<file path="config.mk">
export PLATFORM = sky130hd
export DESIGN_NAME = isr_sequencer
export DESIGN_NICKNAME = d
export VERILOG_FILES = /design/src/rtl/isr_pkg.sv /design/src/rtl/irq_latch_bank.sv /design/src/rtl/isr_seq_core.sv /design/src/rtl/isr_sequencer.sv
export SDC_FILE = /design/constraint.sdc
export NUM_CORES = 1
export LEC_CHECK = 0
export ABC_AREA = 1
export CAP_MARGIN = 15
export CORE_ASPECT_RATIO = 1.4
export CORE_MARGIN = 2
export CORE_UTILIZATION = 47
export CTS_BUF_LIST = sky130_fd_sc_hd__clkbuf_16
export DETAILED_ROUTE_END_ITERATION = 8
export HOLD_SLACK_MARGIN = 0.02
export PLACE_DENSITY_LB_ADDON = 0.3
export SYNTH_ARGS = -nofsm -noshare
export SYNTH_HDL_FRONTEND = slang
export SYNTH_HIERARCHICAL = 1
export SYNTH_SLANG_ARGS = --single-unit
</file>
<file path="constraint.sdc">
create_clock -name clk -period 2.1 [get_ports clk]
set_input_delay 0.21 -clock clk [delete_from_list [all_inputs] [get_ports clk]]
set_output_delay 0.21 -clock clk [all_outputs]
set_load 0.05 [all_outputs]
</file>
<file path="src/rtl/isr_pkg.sv">
package isr_pkg;

  typedef enum logic [1:0] {
    MODE_IDLE = 2'd0,
    MODE_ACC  = 2'd1,
    MODE_RET  = 2'd2
  } isr_mode_e;

  localparam int unsigned ACC_CYCLES = 12;
  localparam int unsigned RET_CYCLES = 6;
  localparam int unsigned PC_W       = 20;
  localparam int unsigned ADDR_W     = 16;
  localparam int unsigned STEP_W     = 4;
  localparam int unsigned PUSH_FIRST = 1;
  localparam int unsigned PUSH_LAST  = 5;
  localparam int unsigned VRD_FIRST  = 6;
  localparam int unsigned VRD_LAST   = 9;
  localparam int unsigned BANK_STEP  = 10;

endpackage

</file>
<file path="src/rtl/irq_latch_bank.sv">
module irq_latch_bank #(
  parameter int unsigned N_SRC = 4,
  parameter int unsigned IDX_W = (N_SRC > 1) ? $clog2(N_SRC) : 1
) (
  input  logic             clk,
  input  logic             rst_n,
  input  logic [N_SRC-1:0] req,
  input  logic [N_SRC-1:0] clr,
  input  logic [N_SRC-1:0] take,
  input  logic [N_SRC-1:0] en,
  input  logic             imf,
  input  logic             nmi_busy,
  output logic [N_SRC-1:0] pend,
  output logic             win_vld,
  output logic [IDX_W-1:0] win_idx
);

  logic [N_SRC-1:0] pend_d;
  logic [N_SRC-1:0] elig;

  // request wins over a clear in the same cycle
  always_comb begin
    pend_d = (pend & ~clr & ~take) | req;
  end

  always_ff @(posedge clk or negedge rst_n) begin
    if (!rst_n) begin
      pend <= '0;
    end else begin
      pend <= pend_d;
    end
  end

  for (genvar gi = 0; gi < N_SRC; gi++) begin : g_elig
    if (gi == 0) begin : g_nmi
      assign elig[gi] = pend[gi] & ~nmi_busy;
    end else begin : g_mask
      assign elig[gi] = pend[gi] & en[gi] & imf;
    end
  end

  // lowest index wins
  always_comb begin
    win_vld = 1'b0;
    win_idx = '0;
    for (int i = N_SRC - 1; i >= 0; i--) begin
      if (elig[i]) begin
        win_vld = 1'b1;
        win_idx = IDX_W'(i);
      end
    end
  end

endmodule

</file>
<file path="src/rtl/isr_seq_core.sv">
module isr_seq_core
  import isr_pkg::*;
#(
  parameter int unsigned N_SRC    = 4,
  parameter int unsigned IDX_W    = 2,
  parameter int unsigned NEST_W   = 4,
  parameter logic [15:0] VEC_BASE = 16'h0F00,
  parameter logic [15:0] SP_INIT  = 16'h0800
) (
  input  logic              clk,
  input  logic              rst_n,
  input  logic              insn_done,
  input  logic              reti_req,
  input  logic              retn_req,
  input  logic              imf_wr,
  input  logic              imf_wdata,
  input  logic [PC_W-1:0]   pc_cur,
  input  logic [14:0]       psw_cur,
  input  logic              win_vld,
  input  logic [IDX_W-1:0]  win_idx,
  output logic [N_SRC-1:0]  take,
  output logic              imf,
  output logic              nmi_busy,
  output logic [ADDR_W-1:0] mem_addr,
  output logic              mem_we,
  output logic [7:0]        mem_wdata,
  input  logic [7:0]        mem_rdata,
  output logic              busy,
  output logic              pc_load,
  output logic [PC_W-1:0]   pc_next,
  output logic              psw_load,
  output logic [15:0]       psw_next,
  output logic [3:0]        rbs,
  output logic [NEST_W-1:0] nest_cnt,
  output logic [ADDR_W-1:0] sp
);

  isr_mode_e         mode_q, mode_d;
  logic [STEP_W-1:0] step_q, step_d;
  logic [IDX_W-1:0]  src_q, src_d;
  logic              retn_q, retn_d;
  logic              imf_q, imf_d;
  logic              nmib_q, nmib_d;
  logic [ADDR_W-1:0] sp_q, sp_d;
  logic [3:0]        rbs_q, rbs_d;
  logic [NEST_W-1:0] nest_q, nest_d;
  logic [PC_W-1:0]   pcsv_q, pcsv_d;
  logic [15:0]       pswsv_q, pswsv_d;
  logic [7:0]        bq_q [4];
  logic [7:0]        bq_d [4];
  logic              idle, ret_go, acc_go, step_adv;
  logic [ADDR_W-1:0] vec_addr;

  assign idle     = (mode_q == MODE_IDLE);
  assign ret_go   = idle & (reti_req | retn_req);
  assign acc_go   = idle & ~ret_go & insn_done & win_vld;
  assign step_adv = ~idle;
  assign vec_addr = VEC_BASE + (ADDR_W'(src_q) << 2);

  always_comb begin
    take = '0;
    if (acc_go) take[win_idx] = 1'b1;
  end

  // next-state process
  always_comb begin
    mode_d  = mode_q;
    step_d  = step_q;
    src_d   = src_q;
    retn_d  = retn_q;
    imf_d   = imf_q;
    nmib_d  = nmib_q;
    sp_d    = sp_q;
    rbs_d   = rbs_q;
    nest_d  = nest_q;
    pcsv_d  = pcsv_q;
    pswsv_d = pswsv_q;
    for (int k = 0; k < 4; k++) bq_d[k] = bq_q[k];
    if (step_adv) step_d = step_q + STEP_W'(1);

    unique case (mode_q)
      MODE_IDLE: begin
        if (ret_go) begin
          mode_d = MODE_RET;
          step_d = '0;
          retn_d = retn_req;
        end else if (acc_go) begin
          mode_d  = MODE_ACC;
          step_d  = '0;
          src_d   = win_idx;
          imf_d   = 1'b0;
          pcsv_d  = pc_cur;
          pswsv_d = {imf_q, psw_cur};
          if (win_idx == '0) nmib_d = 1'b1;
        end else if (imf_wr) begin
          imf_d = imf_wdata;
        end
      end
      MODE_ACC: begin
        if (step_q >= STEP_W'(PUSH_FIRST) && step_q <= STEP_W'(PUSH_LAST))
          sp_d = sp_q - ADDR_W'(1);
        if (step_q > STEP_W'(VRD_FIRST) && step_q <= STEP_W'(VRD_LAST))
          bq_d[2'(step_q - STEP_W'(VRD_FIRST + 1))] = mem_rdata;
        if (step_q == STEP_W'(BANK_STEP)) begin
          rbs_d  = rbs_q + mem_rdata[7:4];
          nest_d = nest_q + NEST_W'(1);
        end
        if (step_q == STEP_W'(ACC_CYCLES - 1)) begin
          mode_d = MODE_IDLE;
          step_d = '0;
        end
      end
      MODE_RET: begin
        if (step_q < STEP_W'(RET_CYCLES - 1))
          sp_d = sp_q + ADDR_W'(1);
        if (step_q >= STEP_W'(1) && step_q < STEP_W'(RET_CYCLES - 1))
          bq_d[2'(step_q - STEP_W'(1))] = mem_rdata;
        if (step_q == STEP_W'(RET_CYCLES - 1)) begin
          mode_d = MODE_IDLE;
          step_d = '0;
          imf_d  = mem_rdata[7];
          nest_d = nest_q - NEST_W'(1);
          if (retn_q) nmib_d = 1'b0;
        end
      end
      default: mode_d = MODE_IDLE;
    endcase
  end

  // register process
  always_ff @(posedge clk or negedge rst_n) begin
    if (!rst_n) begin
      mode_q  <= MODE_IDLE;
      step_q  <= '0;
      src_q   <= '0;
      retn_q  <= 1'b0;
      imf_q   <= 1'b0;
      nmib_q  <= 1'b0;
      sp_q    <= SP_INIT;
      rbs_q   <= '0;
      nest_q  <= '0;
      pcsv_q  <= '0;
      pswsv_q <= '0;
      for (int k = 0; k < 4; k++) bq_q[k] <= '0;
    end else begin
      mode_q  <= mode_d;
      step_q  <= step_d;
      src_q   <= src_d;
      retn_q  <= retn_d;
      imf_q   <= imf_d;
      nmib_q  <= nmib_d;
      sp_q    <= sp_d;
      rbs_q   <= rbs_d;
      nest_q  <= nest_d;
      pcsv_q  <= pcsv_d;
      pswsv_q <= pswsv_d;
      for (int k = 0; k < 4; k++) bq_q[k] <= bq_d[k];
    end
  end

  // memory port and load outputs
  always_comb begin
    mem_addr  = sp_q;
    mem_we    = 1'b0;
    mem_wdata = '0;
    pc_load   = 1'b0;
    pc_next   = '0;
    psw_load  = 1'b0;
    psw_next  = '0;
    if (mode_q == MODE_ACC) begin
      if (step_q >= STEP_W'(PUSH_FIRST) && step_q <= STEP_W'(PUSH_LAST)) begin
        mem_we   = 1'b1;
        mem_addr = sp_q - ADDR_W'(1);
        unique case (step_q)
          STEP_W'(1): mem_wdata = pswsv_q[15:8];
          STEP_W'(2): mem_wdata = pswsv_q[7:0];
          STEP_W'(3): mem_wdata = {4'h0, pcsv_q[19:16]};
          STEP_W'(4): mem_wdata = pcsv_q[15:8];
          default:    mem_wdata = pcsv_q[7:0];
        endcase
      end else if (step_q >= STEP_W'(VRD_FIRST) && step_q <= STEP_W'(VRD_LAST)) begin
        mem_addr = vec_addr + ADDR_W'(step_q - STEP_W'(VRD_FIRST));
      end
      if (step_q == STEP_W'(ACC_CYCLES - 1)) begin
        pc_load = 1'b1;
        pc_next = {bq_q[0][3:0], bq_q[1], bq_q[2]};
      end
    end else if (mode_q == MODE_RET) begin
      if (step_q == STEP_W'(RET_CYCLES - 1)) begin
        pc_load  = 1'b1;
        pc_next  = {bq_q[2][3:0], bq_q[1], bq_q[0]};
        psw_load = 1'b1;
        psw_next = {mem_rdata, bq_q[3]};
      end
    end
  end

  assign busy     = ~idle;
  assign imf      = imf_q;
  assign nmi_busy = nmib_q;
  assign sp       = sp_q;
  assign rbs      = rbs_q;
  assign nest_cnt = nest_q;

endmodule

</file>
<file path="src/rtl/isr_sequencer.sv">
module isr_sequencer
  import isr_pkg::*;
#(
  parameter int unsigned N_SRC    = 4,
  parameter int unsigned NEST_W   = 4,
  parameter logic [15:0] VEC_BASE = 16'h0F00,
  parameter logic [15:0] SP_INIT  = 16'h0800
) (
  input  logic              clk,
  input  logic              rst_n,
  input  logic [N_SRC-1:0]  irq_req,
  input  logic [N_SRC-1:0]  irq_en,
  input  logic [N_SRC-1:0]  il_clr,
  input  logic              imf_wr,
  input  logic              imf_wdata,
  input  logic              insn_done,
  input  logic              reti_req,
  input  logic              retn_req,
  input  logic [19:0]       pc_cur,
  input  logic [14:0]       psw_cur,
  output logic [15:0]       mem_addr,
  output logic              mem_we,
  output logic [7:0]        mem_wdata,
  input  logic [7:0]        mem_rdata,
  output logic              busy,
  output logic              pc_load,
  output logic [19:0]       pc_next,
  output logic              psw_load,
  output logic [15:0]       psw_next,
  output logic              imf,
  output logic [3:0]        rbs,
  output logic [NEST_W-1:0] nest_cnt,
  output logic [N_SRC-1:0]  il_pend,
  output logic [15:0]       sp
);

  localparam int unsigned IDX_W = (N_SRC > 1) ? $clog2(N_SRC) : 1;

  logic [N_SRC-1:0] take;
  logic             win_vld;
  logic [IDX_W-1:0] win_idx;
  logic             nmi_busy;

  irq_latch_bank #(.N_SRC(N_SRC), .IDX_W(IDX_W)) u_latch (
    .clk      (clk),
    .rst_n    (rst_n),
    .req      (irq_req),
    .clr      (il_clr),
    .take     (take),
    .en       (irq_en),
    .imf      (imf),
    .nmi_busy (nmi_busy),
    .pend     (il_pend),
    .win_vld  (win_vld),
    .win_idx  (win_idx)
  );

  isr_seq_core #(
    .N_SRC(N_SRC), .IDX_W(IDX_W), .NEST_W(NEST_W),
    .VEC_BASE(VEC_BASE), .SP_INIT(SP_INIT)
  ) u_core (
    .clk       (clk),
    .rst_n     (rst_n),
    .insn_done (insn_done),
    .reti_req  (reti_req),
    .retn_req  (retn_req),
    .imf_wr    (imf_wr),
    .imf_wdata (imf_wdata),
    .pc_cur    (pc_cur),
    .psw_cur   (psw_cur),
    .win_vld   (win_vld),
    .win_idx   (win_idx),
    .take      (take),
    .imf       (imf),
    .nmi_busy  (nmi_busy),
    .mem_addr  (mem_addr),
    .mem_we    (mem_we),
    .mem_wdata (mem_wdata),
    .mem_rdata (mem_rdata),
    .busy      (busy),
    .pc_load   (pc_load),
    .pc_next   (pc_next),
    .psw_load  (psw_load),
    .psw_next  (psw_next),
    .rbs       (rbs),
    .nest_cnt  (nest_cnt),
    .sp        (sp)
  );

endmodule

</file>
# [Word-level counts from Yosys, hierarchy flattened]
# Index checks and enable logic that the tools add are counted.
# W data, S select, Z words.
[word_totals] inputBits=62 out_inout_bits=93 reg_bits=107 wordCells=171
[classes] bitwise_logic=22 magnitude_cmp=12 eq_ne=22 reduce_logical=20 muxes=68 n_addsub=11
[ops] cell="$mux W16" count=8
[ops] cell="$mux W20" count=4
[ops] cell="$bwmux W32" count=2
[ops] cell="$mux W32" count=2
[ops] cell="$pmux W32 S2" count=1
[ops] cell="$demux W8 S2" count=2
[ops] cell="$mux W4" count=8
[ops] cell="$mux W8" count=4
[ops] cell="$pmux W16 S2" count=1
[ops] cell="$pmux W8 S4" count=1
[ops] cell="$mux W1" count=21
[ops] cell="$add A16 B1 Y16 const B" count=1
[ops] cell="$add A16 B16 Y16" count=1
[ops] cell="$mux W2" count=8
[ops] cell="$sub A16 B1 Y16 const B" count=1
[ops] cell="$reduce_and A3 Y1" count=5
[ops] cell="$add A12 B4 Y13 const A" count=1
[ops] cell="$ne A2 B2 Y1 const B" count=6
[ops] cell="$pmux W4 S3" count=1
[ops] cell="$and A1 B1 Y1" count=11
[ops] cell="$ne A2 B1 Y1 const B" count=5
[ops] cell="$add A4 B1 Y4 const B" count=2
[ops] cell="$and A4 B4 Y4" count=2
[ops] cell="$eq A4 B2 Y1 const B" count=2
[ops] cell="other kinds (36)" count=55

# [Longest topological paths before layout]
# Gate-level depths: netlist of run 1.
[depth] ltp_word=14 mapped_depth=13 depth_no_buf=13

# [Cells and area by module]
# Netlist of run 1, hierarchy kept.
[by_module_without_submodules] module="isr_seq_core" n_inst=1 area_per_inst_um2=6677.7 cells_per_inst=965
[by_module_without_submodules] module="irq_latch_bank" n_inst=1 area_per_inst_um2=229.0 cells_per_inst=30

# [Worst setup path before layout of run 1]
# OpenSTA, ideal clock, no wires.
[synth_timing] path_type="flip-flop to output port" from="register u_core.mode_q[1]" to="output pc_next[10]" slack_ns=-1.063 arrival_ns=2.953 stages_incl_launch_ff=11 t_required_ns=1.890 path_cell_list="dfrtp_1 -> inv_1 -> ha_1 -> buf_2 -> inv_1 -> nand2_1 -> nor2_2 -> inv_2 -> nand2_1 -> inv_1 -> nor2_1"
[synth_via] elab_chain_cells=3 elab_cells_between_ends=4 cone_classes="eq/ne: 2; mux: 2"
[synth_lines] element="start, declared" line_no="isr_seq_core.sv:38" rtl="isr_mode_e mode_q, mode_d;"
[synth_lines] element="start signal, assigned" line_no="isr_seq_core.sv:146" rtl="mode_q <= mode_d;"
[synth_lines] element="$eq A2 B2 Y1" line_no="isr_seq_core.sv:188" rtl="end else if (mode_q == MODE_RET) begin"
[synth_lines] element="$mux W20" line_no="isr_seq_core.sv:188"
[synth_lines] element="$mux W20 *" line_no="isr_seq_core.sv:170" rtl="if (mode_q == MODE_ACC) begin"
[synth_lines] element="end, declared" line_no="isr_sequencer.sv:27" rtl="output logic [19:0] pc_next,"
# Every way passes the cells marked *; elsewhere a longest branch is shown, timed or not.

# [Worst setup path in the final report of run 1]
[layout_timing] from="register u_core.step_q[1]" to="output mem_addr[5]"
[layout_via] elab_chain_cells=5 elab_cells_between_ends=11 cone_classes="add/sub: 2; order compare: 4; mux: 3; reduce/logical: 2"
[layout_lines] element="start, declared" line_no="isr_seq_core.sv:39" rtl="logic [STEP_W-1:0] step_q, step_d;"
[layout_lines] element="start signal, assigned" line_no="isr_seq_core.sv:147" rtl="step_q <= step_d;"
[layout_lines] element="$sub A4 B3 Y5, or another cell as far along" line_no="isr_seq_core.sv:182" rtl="mem_addr = vec_addr + ADDR_W'(step_q - STEP_W'(VRD_FIRST));"
[layout_lines] element="$add A16 B16 Y16 or $logic_and A1 B1 Y1 (tied branches)" line_no="isr_seq_core.sv:182, isr_seq_core.sv:181"
[layout_lines] element="$mux W16" line_no="isr_seq_core.sv:181" rtl="end else if (step_q >= STEP_W'(VRD_FIRST) && step_q <= STEP_W'(VRD_LAST)) begin"
[layout_lines] element="$mux W16 *" line_no="isr_seq_core.sv:171" rtl="if (step_q >= STEP_W'(PUSH_FIRST) && step_q <= STEP_W'(PUSH_LAST)) begin"
[layout_lines] element="$mux W16 *" line_no="isr_seq_core.sv:170"
[layout_lines] element="end, declared" line_no="isr_sequencer.sv:21" rtl="output logic [15:0] mem_addr,"
# Marks and branches as above.

==> metrics, run 1 <==
total chip power 17.7 mW; DRC 0; critical path arrival 2.53 ns; clock slew at the register clock pins of the worst setup and hold paths 0.08 ns; clk buf depth 2; Yosys warning count 6; crit path time final 2.74 ns; Crit path required time 1.89 ns; via count 8381; post-DP HPWL roughly 15000 microns; Fmax 365 MHz; H-tree levels 3; Area Overhead vs Synth 70.5%; count leader, synth nand2_1; Synth Area per Inst 6.94 sq um; CP Max Fanout 3; main combinational cell family by area after synthesis simple AND/OR/NAND/NOR gates; violated checks negative setup slack; pwr dens 1500 mW/mm^2; Synth Instances 995; die height 147 microns; pre-CTS setup slack -0.149 ns; Critical Path End Type primary output; max incr delay on CP 0.45 ns; final core occ 81.5%; Top delay family on crit path adder cells; Compound-Gate Fraction of Synth Area 7.68%; Yosys top cell area share roughly two fifths; largest net degree at the start of global routing 49; Fin. Hold Viols 0; row count 52; startpoint class of the critical path flip-flop; I/O pin total 155; largest cells by area after synthesis dfrtp_1, nand2_1, inv_1, nor2_1, nand3_1; routed wire length 27600 microns; RSZ-0062 raised after global routing yes; status finished with violations; clk_lat worst skew 0.36 ns; mux share of post-synthesis cell area 0.163%; Syn Std Cell Area 0.00691 sq mm; number of synthesized register bits between 100 and 150; Worst Hold Class input pin to asynchronous set/reset pin; ys flop type dfrtp_1; Nets 1340; # diodes 0; Slew Limit Fails 0; CTS tree done; Yosys cell types 38; CP Class flip-flop to primary output; initial antenna violation count 0; Seq/Total Area, Yosys between 30% and 40%; Post-synth EDFFs 0; GR Util All Layers 29.8%; Max rail drop VDD 1.26 mV; XOR/XNOR share of the synthesized area 2.03%; Core Footprint roughly 0.014 sq mm; Antenna Nets Post-Route 0; IO Port Bufs 153; leakage power roughly 5.5 nW; drt first pass iters 7; initial core utilization 47.8%; Simple-Gate Fraction of Synth Area 37.2%; TritonCTS Buffers 9; total congestion overflow 0; adder-cell share of the synthesized area between 5 and 6%; CP max stage cell dfrtp_1; wire per inst 19.1 microns; share of cells above drive strength 1 31.9%; crit share post-route 131%; Mapped Nets 1085; Synth area leader dfrtp_1; Die W 106 microns; Relative slew margins ~65%; Fin Clk Skew 0.0140 ns; Crit path buffers/inverters 5; asr flop ratio synth 100%; Sink Count around 110; RD Place Congestion 0.906; setup ws final -0.642 ns; DIE AREA 0.0157 sq mm; crit-path cells buf_6, ha_4, inv_2, ha_4, inv_2, ha_4, nand2_2, inv_2, nor3_4, nand3_1, o211ai_1, clkbuf_16; DR vias/cell 5.80; setup TNS -23.97 ns; Max Cap Violations 0; DR iter-0 viols 838; # setup viols final 85; vias in the first global route 7821; first-pass GRT wire length 37700 microns; hold_ws 0.332 ns; root buffer cell clkbuf_16; synth cell count leaders nand2_1, dfrtp_1, inv_1; Least-Margin Pin Slew between 0.5 and 0.6 ns
## worst register-to-register path, delay by kind of cell (launching register included)
family | cells | cell delay [ns]
adders and majority gates | 1 | 0.23
and+or+nand+nor | 6 | 1.03
buffers and inverters | 2 | 0.31
DFF | 1 | 0.45
AOI/OAI and AO/OA | 1 | 0.07
## kinds of logic (layout without fill, tap and decap cells)
logic type,count (synthesis),count (layout)
xor gates and xnor gates,16,16
AOI/OAI and AO/OA,89,89
adders and majority gates,28,28
buffers and inverters,149,409
DFF,107,107
muxes,1,1
and+or+nand+nor,605,605
## where the power goes
group	internal [mW]	switching, mW	leakage (nW)	total (mW)
sequential	3.01	0.850	1.32	3.86
clock	0.960	0.905	0.155	1.87
combinational	4.78	7.22	4.08	12.0
total	8.75	8.97	5.55	17.7
## placed cells by master, fill, tap and decap left out, types with 31 or more instances in the layout
| cell | Yosys | final |
|---|---|---|
| nand4_1 | 41 | 41 |
| buf_12 | 0 | 73 |
| o21ai_0 | 53 | 31 |
| dfrtp_1 | 106 | 103 |
| inv_1 | 106 | 88 |
| clkdlybuf4s50_1 | 0 | 86 |
| buf_4 | 2 | 87 |
| nor2_1 | 104 | 53 |
| nand2_1 | 356 | 329 |
| nor2_4 | 2 | 43 |
| nand3_1 | 76 | 64 |
## final timing paths
kind	startpoint	end	slack (ns)	depth (start not counted)
max in group asynchronous	rst_n	u_core/imf$_DFFE_PN0P_	0.98	3
setup reg to reg	u_core/step_q[1]$_DFF_PN0_	u_core/bq_q[17]$_DFFE_PN0P_	-0.09	10
setup / recovery	u_core/step_q[1]$_DFF_PN0_	mem_addr[5]	-0.64	12
hold / removal	rst_n	u_core/pswsv_q[4]$_DFFE_PN0P_	0.33	2
hold reg to reg	u_core/bq_q[18]$_DFFE_PN0P_	u_core/bq_q[18]$_DFFE_PN0P_	0.48	2
min in group clk	psw_cur[10]	u_core/pswsv_q[10]$_DFFE_PN0P_	0.38	3
## registers in the layout, summed over array words and instances (netlist names)
register,flops
u_core/bq_q,32
u_core/pcsv_q,20
u_core/pswsv_q,16
u_core/sp,16
u_core/nest_cnt,4
u_core/rbs,4
u_core/step_q,4
u_latch/pend,4
u_core/mode_q,2
u_core/src_q,2
u_core/imf,1
u_core/nmi_busy,1
u_core/retn_q,1
## routing by layer
| metal | vias to the layer above | GRT usage [%] | part of all wire, % |
|---|---|---|---|
| li1 | 3684 | - | - |
| met1 | 3902 | 33.4 | 34 |
| met2 | 617 | 54.6 | 51 |
| met3 | 178 | 5.60 | 8.0 |
| met4 | 0 | 13.2 | 6.8 |
| met5 | - | 0 | 0 |
## stage by stage
step / instance area, sq um / instances
after detailed placement: 10200 / 1379
after floorplan: 7330 / 995
after CTS: 11300 / 1419
after global placement: 10200 / 1379
after global routing: 11800 / 1444
final: 11800 / 1444
## cell type report
type | instances | area (sq um)
Multi-Input combinational cell | 739 | 4660
Timing Repair Buffer | 284 | 3450
Sequential cell | 107 | 2680
Fill cell | 821 | 2670
Inverter | 109 | 435
Tap cell | 189 | 236
Clock buffer | 9 | 225
Clock inverter | 7 | 92.6
## what timing repair did
action                                  4_1_cts  5_1_grt
cloned                                        2        1
pin swaps                                    42       44
resized for setup                           147       86
hold buffers                                  1        0
setup buffers                                22       36
endpoints found under the setup margin       61      112
endpoints found under the hold margin        31        0
No activity file was read; power rests on OpenSTA's default activity.
==> run 2: changes to the inputs <==
- CTS_CLUSTER_SIZE: unset -> 14
==> results of run 2 <==
No change in the layout: final DEF, timing and power equal those of run 1.
==> run 3: changes to the inputs <==
--- a/config.mk
+++ b/config.mk
@@ -8,8 +8,7 @@
 export ABC_AREA = 1
 export CAP_MARGIN = 15
-export CORE_ASPECT_RATIO = 1.4
+export CORE_ASPECT_RATIO = 0.5
 export CORE_MARGIN = 2
 export CORE_UTILIZATION = 47
-export CTS_BUF_LIST = sky130_fd_sc_hd__clkbuf_16
 export CTS_CLUSTER_SIZE = 14
 export DETAILED_ROUTE_END_ITERATION = 8
==> constraint.sdc (replaced) <==
create_clock -name clk -period 2.1 [get_ports clk]
set_input_delay 0.42 -clock clk [delete_from_list [all_inputs] [get_ports clk]]
set_output_delay 0.42 -clock clk [all_outputs]
set_load 0.05 [all_outputs]
==> metrics, run 3 (same netlist as run 1, synthesis figures left out) <==
Post-Route M1 WL 10400 microns (+12%); most frequent cells in the layout nand2_1, buf_4, dfrtp_1; Critical Path End Type primary output; vias in the first global route 8358 (+6.9%); IO Port Bufs 153 (unchanged); first-pass GRT wire length 42700 microns (+13%); Crit path required time 1.68 ns (-0.21 ns); clk buf depth 2 (unchanged); Worst Hold Class flip-flop to flip-flop; post-DP HPWL 16600 microns (+9.3%); Relative slew margins 62.0% (-2.9 points); status finished with violations; initial antenna violation count 0 (unchanged); Fin. Hold Viols 0 (unchanged); fin area 0.0121 sq mm (+2.5%); Die W 175 microns (+65%); I/O pin total 155 (unchanged); crit path time final 2.81 ns (+0.0684 ns); DRC 0 (unchanged); # setup viols final 70 (-18%); clk_lat worst skew 0.36 ns (about the same); CP Class flip-flop to primary output; startpoint class of the critical path flip-flop; Met2 Wirelength 13500 microns (-4.4%); crit share post-route 134% (+3.3 points); Hold Path End u_core/bq_q[6]$_DFFE_PN0P_; leakage power 5.69 nW (+2.6%); Nets 1361 (+1.6%); total chip power 18.1 mW (+2.3%); critical path arrival 2.39 ns (-0.14 ns); Max Cap Violations 0 (unchanged); root buffer cell clkbuf_16; Top delay family on crit path buffers and inverters; total congestion overflow 0 (unchanged); Core Footprint 0.0144 sq mm (-0.10%); Fmax 356 MHz (-2.4%); wire per inst 19.3 microns (+0.88%); setup TNS -32.96 ns (-8.99 ns); TritonCTS Buffers 9 (unchanged); Placement Cell Area 0.0105 sq mm (+3.2%); Slew Limit Fails 0 (unchanged); row count 31 (-40%); routed wire length 28400 microns (+3.0%); Hold Path Depth 2; die height 89.7 microns (-39%); GR Util All Layers 33.8% (+3.9 points); initial core utilization 47.9% (+0.050 points); violated checks negative setup slack; most common cell after layout, fill and taps aside nand2_1; Sink Count 107 (unchanged); clock slew at the register clock pins of the worst setup and hold paths 0.08 ns (about the same); DIE AREA 0.0157 sq mm (+0.29%); Crit path buffers/inverters 6 (+1); r2r worst-path depth 9 (-1); Biggest register u_core/bq_q; hold_sp u_core/bq_q[6]$_DFFE_PN0P_; max incr delay on CP 0.44 ns (about the same); CP Max Fanout 4 (+1); RSZ-0062 raised after global routing yes; met3 wire length 2780 microns (+25%); # diodes 0 (unchanged); Area Overhead vs Synth 74.8%; pwr dens 1500 mW/mm^2 (-0.16%); Reg2Reg Setup Slack -0.05 ns (+0.04 ns); drt first pass iters 6 (-1); share of cells above drive strength 1 34.6% (+2.7 points); crit-path cells inv_4, buf_4, buf_4, o21ai_0, inv_1, ha_4, inv_4, nor2_4, nor2_4, buf_8; via count 8568 (+2.2%); Least-Margin Pin Slew 0.569 ns (+0.0448 ns); DR vias/cell 5.81 (+0.15%); Max rail drop VDD 0.876 mV (-30%); Largest regs u_core/bq_q x32, u_core/pcsv_q x20; highest metal used met4; Worst R2R Start u_core/mode_q[0]$_DFFE_PN0P_; largest net degree at the start of global routing 37 (-24%); setup ws final -0.710 ns (-0.0684 ns); RD Place Congestion 0.911 (+0.51%); H-tree levels 3 (unchanged); Fin Clk Skew 0.00649 ns (-0.00750 ns); worst reg2reg path endpoint u_core/sp[0]$_DFFE_PN0P_; max reg flops 32 (unchanged); CP max stage cell dfrtp_2; DR iter-0 viols 956 (+14%); CTS tree done; Antenna Nets Post-Route 0 (unchanged)
## run 3: through the flow
step	hold WS (ns)	instances	utilization [%]	setup WS [ns]
global placement	0.377	1422	72.7	-0.295
floorplan	0.124	995	-	-0.453
detailed placement	0.380	1422	72.7	-0.348
finish	0.479	1474	83.7	-0.710
CTS	0.478	1460	80.8	-0.599
global route	0.504	1474	83.7	-0.755
## run 3: layout make-up
cell class | instances | area [sq um]
clock buffers | 9 | 225
clock inverters | 7 | 93.8
fillers | 739 | 2350
inverters | 109 | 462
multi-input cells | 739 | 4720
flip-flops and latches | 107 | 2690
well taps | 198 | 248
repair buffers | 305 | 3640
## run 3: worst max-delay path by stage
stage                     slack [ns]                    startpoint  depth (start not counted)            to
after global routing           -0.76    u_core/step_q[1]$_DFF_PN0_                         11   mem_addr[5]
after floorplan                -0.45  u_core/mode_q[1]$_DFFE_PN0P_                         10   pc_next[10]
after detailed placement       -0.35    u_core/step_q[0]$_DFF_PN0_                         10  mem_addr[12]
after CTS                      -0.60    u_core/step_q[1]$_DFF_PN0_                          9   mem_addr[4]
final                          -0.71    u_core/step_q[1]$_DFF_PN0_                         10   mem_addr[4]
after global placement         -0.29    u_core/step_q[1]$_DFF_PN0_                          9   mem_addr[4]
## run 3: what timing repair did
action	CTS	global route
hold buffers	1	0
pin swaps	49	27
gates cloned	3	0
setup buffers	28	18
hold endpoints to repair	27	0
endpoints found under the setup margin	85	111
gates resized for setup	156	74
## run 3: layer usage
metal | track usage, % | up-vias
li1 | - | 3739
met1 | 40.7 | 4003
met2 | 57.9 | 638
met3 | 8.50 | 188
met4 | 14.1 | 0
met5 | 0 | -
## run 3: report_power, final
part / total, mW / internal [mW] / switching [mW] / leakage [nW]
clock: 1.84 / 0.960 / 0.882 / 0.153
combinational: 12.5 / 4.95 / 7.56 / 4.23
sequential: 3.79 / 3.02 / 0.770 / 1.31
total: 18.1 / 8.93 / 9.21 / 5.69
## run 3: worst reg2reg max path, stage by stage, from the launching register on
cell and delay [ns]:
dfrtp_1 0.43, inv_1 0.14, ha_2 0.26, buf_12 0.21, inv_1 0.15, nor2_1 0.29, inv_1 0.09, nand2_1 0.11
buf_6 0.19, xor2_1 0.19
